[config.mk]
export PLATFORM = sky130hd
export DESIGN_NAME = wilkinson_gray_backend
export DESIGN_NICKNAME = d
export VERILOG_FILES = /design/src/rtl/wilkinson_gray_backend.sv
export SDC_FILE = /design/constraint.sdc
export NUM_CORES = 1
export LEC_CHECK = 0
export BUFFER_PORTS_ARGS = -buffer_cell sky130_fd_sc_hd__buf_2
export CAP_MARGIN = 20
export CORE_MARGIN = 3
export CORE_UTILIZATION = 40
export CTS_CLUSTER_SIZE = 12
export DETAILED_ROUTE_END_ITERATION = 10
export GPL_ROUTABILITY_DRIVEN = 0
export GPL_TIMING_DRIVEN = 0
export PLACE_DENSITY_LB_ADDON = 0.3
export SYNTH_ARGS = -nofsm -noshare
export SYNTH_HDL_FRONTEND = slang
export SYNTH_SLANG_ARGS = --single-unit
[constraint.sdc]
create_clock -name clk -period 4.35 [get_ports clk]
set_input_delay 0.435 -clock clk [delete_from_list [all_inputs] [get_ports clk]]
set_output_delay 0.435 -clock clk [all_outputs]
set_load 0.005 [all_outputs]
[src/rtl/wilkinson_gray_backend.sv]
module wilkinson_gray_backend #(
  parameter int NCH   = 36,
  parameter int CW    = 12,
  parameter int DEPTH = 16,
  parameter int BCW   = 8,
  localparam int AW = $clog2(DEPTH),
  localparam int WW = NCH * (CW + 2) + BCW
) (
  input  logic           clk,
  input  logic           rst_n,
  input  logic           conv_start,
  input  logic [NCH-1:0] eor_i,
  input  logic [NCH-1:0] gain_i,
  input  logic [NCH-1:0] hit_i,
  input  logic [BCW-1:0] bcid_i,
  output logic           busy,
  output logic           wr_en,
  output logic [AW-1:0]  wr_addr,
  output logic [WW-1:0]  wr_data,
  output logic           ram_full
);

  typedef enum logic [1:0] {IDLE, RUN, WRITE} st_t;

  st_t               st;
  logic [CW-1:0]     cnt;
  logic [NCH-1:0]    done;
  logic [NCH*CW-1:0] code_g;
  logic [NCH*CW-1:0] code_b;
  logic [NCH-1:0]    gain_q, hit_q;
  logic [BCW-1:0]    bcid_q;
  logic [AW:0]       fill;

  wire [CW-1:0]  cnt_gray = cnt ^ (cnt >> 1);
  wire           at_top   = &cnt;
  wire [NCH-1:0] fire     = ~done & (eor_i | {NCH{at_top}});
  wire           all_done = &(done | fire);

  function automatic logic [CW-1:0] g2b(input logic [CW-1:0] g);
    logic [CW-1:0] b;
    b[CW-1] = g[CW-1];
    for (int k = CW - 2; k >= 0; k--) b[k] = b[k+1] ^ g[k];
    return b;
  endfunction

  for (genvar i = 0; i < NCH; i++) begin : g_conv
    assign code_b[i*CW +: CW] = g2b(code_g[i*CW +: CW]);
  end

  assign busy     = (st != IDLE);
  assign wr_en    = (st == WRITE);
  assign ram_full = (fill == (AW+1)'(DEPTH));
  assign wr_addr  = fill[AW-1:0];
  assign wr_data  = {bcid_q, hit_q, gain_q, code_b};

  always_ff @(posedge clk) begin
    if (!rst_n) begin
      st     <= IDLE;
      cnt    <= '0;
      done   <= '0;
      code_g <= '0;
      gain_q <= '0;
      hit_q  <= '0;
      bcid_q <= '0;
      fill   <= '0;
    end else begin
      case (st)
        IDLE: if (conv_start && !ram_full) begin
          st     <= RUN;
          cnt    <= '0;
          done   <= '0;
          gain_q <= gain_i;
          hit_q  <= hit_i;
          bcid_q <= bcid_i;
        end
        RUN: begin
          if (!at_top) cnt <= cnt + 1'b1;
          for (int i = 0; i < NCH; i++)
            if (fire[i]) code_g[i*CW +: CW] <= cnt_gray;
          done <= done | fire;
          if (all_done) st <= WRITE;
        end
        WRITE: begin
          st   <= IDLE;
          fill <= fill + 1'b1;
        end
        default: st <= IDLE;
      endcase
    end
  end

endmodule


# Yosys cells after proc, flatten, opt, wreduce, memory -nomap -nowiden
# Index checks and enable logic that the tools add are counted.
[word_totals]
wordCells = 507
out_inout_bits = 519
ff_bits = 567
[op_classes]
reduce_logical = 47
n_addsub = 2
n_bitwise = 401
n_eq_ne = 6
muxes = 8
[op_table]
columns = ["op", "count"]
rows = [
  ["1-bit XOR", 396],
  ["2-bit AND reduction", 39],
  ["36-bit bitwise OR", 2],
  ["36-bit case mux with 2 select lines", 1],
  ["36-bit AND", 1],
  ["36-bit two-way mux", 1],
  ["36-bit NOT", 1],
  ["36-bit AND reduction", 1],
  ["12-bit two-way mux", 2],
  ["12-bit case mux with 2 select lines", 1],
  ["12-bit by 1-bit adder with 12-bit output, second input constant", 1],
  ["12-bit AND reduction", 1],
  ["12-bit by 11-bit XOR with 12-bit output", 1],
  ["2-bit != test, second input constant", 3],
  ["5-bit by 1-bit adder with 5-bit output, second input constant", 1],
  ["5-bit == test, second input constant", 1],
  ["2-bit two-way mux", 2],
  ["2-bit case mux with 2 select lines", 1],
  ["2-bit nonzero test", 2],
  ["3-bit AND reduction", 1],
  ["2-bit by 1-bit == test with 1-bit output, second input constant", 1],
  ["2-bit == test, second input constant", 1],
  ["2-bit zero test", 1],
  ["1-bit logical AND", 1],
  ["1-bit zero test", 1],
]

# Depth between registers and ports, before layout
[logic_depth]
depth_word = 11
depth_mapped = 9

# Worst setup path before layout
# OpenSTA, ideal clock, no wires.
[synth_timing]
kind = "register -> output"
start = "reg code_g[119]"
end = "out wr_data[109]"
path_slack_ns = 1.973
arrival_ns = 1.942
stages_incl_launch_ff = 6
path_buffers = 0
cell_sequence = "dfxtp_1 > xnor3_2 > xnor3_2 > xnor2_2 > xor2_2 > xor2_1"
[synth_between]
elab_chain_len = 10
[synth_rtl]
columns = ["item", "line", "source"]
rows = [
  ["from (decl)", "28", "logic [NCH*CW-1:0] code_g;"],
  ["from (signal, indexed assignment)", "79", "if (fire[i]) code_g[i*CW +: CW] <= cnt_gray;"],
  ["1-bit XOR (5 in a row)", "42", "for (int k = CW - 2; k >= 0; k--) b[k] = b[k+1] ^ g[k];"],
  ["net wr_data[114]", "19", "output logic [WW-1:0] wr_data,"],
  ["1-bit XOR (3 in a row)", "42", ""],
  ["net wr_data[111]", "19", ""],
  ["1-bit XOR", "42", ""],
  ["net wr_data[110]", "19", ""],
  ["1-bit XOR", "42", ""],
  ["to (decl)", "19", ""],
]
# The timed path passes the listed nets, and every way through them passes these cells.

# Final worst setup path
[layout_timing]
start = "reg code_g[311]"
end = "out wr_data[301]"
[layout_between]
elab_chain_len = 10
[layout_rtl]
columns = ["item", "line"]
rows = [
  ["1-bit XOR (10 in a row)", "42"],
]
# No other way between the ends.

==> metrics.md <==
| Metric | Value |
|---|---|
| Min Tclk post-route | ~3.6 ns |
| CTS tree | built |
| Pre-antenna DRT Iters | 7 |
| Outcome | finished clean |
| Tcrit/Tclk final | about 83% |
| Largest buffer count on any clock path | 3 |
| Global-route wire length before repair | 132500 µm |
| Crit-path max FO | 4 |
| Fin area | around 35000 µm² |
| Data arrival, critical path | 3.17 ns |
| Cts repair resizes | 0 |
| Nets | roughly 3600 |
| Synth Warn # | 0 |
| Starting Density | about two fifths |
| Area after DPL | 33310 µm² |
| # port buffers | roughly 640 |
| Register-to-Register Path Depth | 9 |
| Reg2Reg Setup Slack | between 1.5 and 2 ns |
| Dpl cells | ~4300 |
| Hold Crit Depth | 3 |
| Synth top area cells | dfxtp_1 (39%), mux2i_1 (15%), nor2b_1 (9.4%), xor2_1 (7.7%), xnor3_2 (5.6%) |
| WL per Instance | between 20 and 25 µm |
| Total core area | 70880 µm² |
| Grt total ovfl | 0 |
| Final setup vio count | 0 |
| Worst Setup Slack, final | around 0.74 ns |
| Total power | 11.56 mW |
| VDD IR max | roughly 0.26 mV |
| Synthesized flop and latch total | 567 |
| FF-to-FF Start | cnt[0] |
| DRT Wirelength | just over 90000 µm |
| Die Y | roughly 270 µm |
| Vias per inst | roughly 4.8 |
| Slew @ Worst Pin | approximately 1.1 ns |
| Setup TNS | 0 ns |
| Asr flop ratio synth | 0% |
| EDFF count, synth | 0 |
| Hold path startpoint | gain_i[8] |
| Hold_buf cts | 0 |
| Max Freq | 0.2772 GHz |
| Die Area | between 70000 and 80000 µm² |
| Power Dens Cells | roughly 330 nW/µm² |
| CTS buffer count | 66 |
| Worst-Skew Late Latency | ~0.6 ns |
| Final hold vios | 0 |
| # DRC | 0 |
| Post-CTS Setup Repair Bufs | 0 |
| Core Util, Final | between 40% and 50% |
| I/O pin cnt | between 600 and 700 |
| Sequential share of the synthesized area | 39.23% |
| WHS | between 0.08 and 0.09 ns |
| Final non-filler cell total | between 4000 and 5000 |
| Endpoint, Worst Hold | gain_q[8] |
| Via Count | roughly 21000 |
| Largest net degree at the start of global routing | 13 |
| CTS root buf | clkbuf_16 |
| Syn Area/Cell | approximately 10 µm² |
| RSZ-0062 raised after global routing | false |
| Hold crit path type | in2reg |
| Post-synth top flop | dfxtp_1 |
| FP Rows | 97 |
| Relative slew slack | between 20 and 25% |
| Initial drt markers | between 1000 and 1500 |
| Unique masters post-synth | 35 |
| Pins Over Slew Limit | 0 |
| Pre-CTS setup slack | 1.407 ns |
| Clock skew | 0.02023 ns |
| Ratio of cells with drive above 1 in the final layout | 28.21% |
| Global Route Usage Sum | approximately a quarter |
| Clk slew on worst S/H paths | 0.06 ns |
| Synthesis-to-finish area growth | 22.46% |
| CTS sink count | about 570 |
| Cell count after synthesis | between 2000 and 3000 |
| Remaining antenna violation count | 0 |
| Final-layout fill cell count | ~6700 |
| Die Width | 275.0 µm |
| Pleak | around 17 nW |
| CP required | about 3.9 ns |
| Synth Net Count | between 2000 and 3000 |
| Syn Std Cell Area | between 20000 and 30000 µm² |
| Synth area leader | dfxtp_1 |
| CP startpoint kind | flop |
| Critical path class | reg2out |
| CTS HTree Levels | 3 |
| Critical Path End Type | primary output |
| Top cell type's share of synthesized area | between 30% and 40% |
| Final HPWL DP | between 60000 and 70000 µm |
| R2r endpoint | code_g[281] |
| Vias in the first global route | between 20000 and 25000 |
| Initial antenna violation count | 30 |
| Max Cap Viol | 0 |
[how the worst max path moves through the flow]
stage	end	cells past startpoint	startpoint	slack (ns)
floorplan	wr_data[109]	5	code_g[119]	1.97
global placement	hit_q[29]	4	rst_n	1.11
finish	wr_data[301]	6	code_g[311]	0.74
CTS	wr_data[301]	6	code_g[311]	0.75
detailed placement	wr_data[301]	6	code_g[311]	1.41
global route	wr_data[301]	6	code_g[311]	0.68
[routing by layer]
| layer | GRT usage (%) | share of wire, % | vias to the layer above |
|---|---|---|---|
| li1 | - | - | 10380 |
| met1 | 31.46 | 45 | 10110 |
| met2 | 37.72 | 46 | 590 |
| met3 | 5.460 | 6.6 | 155 |
| met4 | 6.253 | 2.4 | 18 |
| met5 | 0 | 0.13 | - |
[cells in the mapped netlist (2+ instances only)]
cell type and number:
xnor2_1 157, nand2_1 206, xnor3_2 68, buf_4 40, xnor2_2 36, dfxtp_1 567
xor3_1 2, nor4_1 3, nor3_2 35, nand3_1 4, and2_1 41, a21boi_0 82
nor2_1 16, inv_1 45, buf_2 44, buf_1 24, mux2i_1 432, xor2_1 254
xnor3_1 2, nand4_1 4, clkbuf_1 118, ha_1 13, and3_1 4, a21oi_1 39
o22ai_1 18, nor3_1 2, o21ai_0 39, nor2b_1 435, xor2_2 34
[registers in the layout (all words and copies together) (netlist names)]
signal	cells
fill	5
gain_q	36
bcid_q	8
st	2
hit_q	36
code_g	432
done	36
cnt	12
[worst max-delay path, stage by stage (launching register included)]
cell and delay (ns):
dfxtp_1 0.48, xnor3_2 0.52, xnor3_2 0.46, xnor2_2 0.35, xor2_2 0.28, xor2_1 0.31
buf_2 0.18
[area by class of cell]
cell class	count	area, µm²	area share [%]
clock inverter	19	196.4	0.5543
timing repair buffer	637	3198	9.024
tap	940	1176	3.319
clock buffer	90	1894	5.345
inverter	45	168.9	0.4766
multi-input combinational	1932	16360	46.18
buffer	226	1054	2.973
sequential	567	11350	32.03
antenna	14	35.03	0.09886
[cells by family (layout without fill, tap and decap cells)]
logic type      after synthesis  after routing  synth area share (%)
buf+inv                     271           1017                 4.224
xor+xnor                    553            553                 22.28
fa+ha+maj                    13             13                0.5621
compound gates              180            180                 3.930
other cells                   0             14                     0
mux                         432            432                 14.94
flops                       567            567                 39.23
simple gates                754            754                 14.83
[power by group]
part / switching [mW] / leakage, nW / internal (mW)
combinational: 0.474 / 11.1 / 0.339
clock: 2.26 / 1.03 / 3.17
sequential: 0.0529 / 4.58 / 5.27
[cell usage in the layout, fill, tap and decap left out, types with 34 or more instances in the layout]
cell	Yosys	final
buf_2	44	680
dfxtp_1	567	567
nor2b_1	435	435
mux2i_1	432	432
xor2_1	254	254
nand2_1	206	206
xnor2_1	157	157
clkbuf_1	118	129
a21boi_0	82	82
xnor3_2	68	68
clkbuf_16	0	68
inv_1	45	45
and2_1	41	41
buf_4	40	40
a21oi_1	39	39
o21ai_0	39	39
xnor2_2	36	36
nor3_2	35	35
xor2_2	34	34
Power figures use the tool's default switching activity.
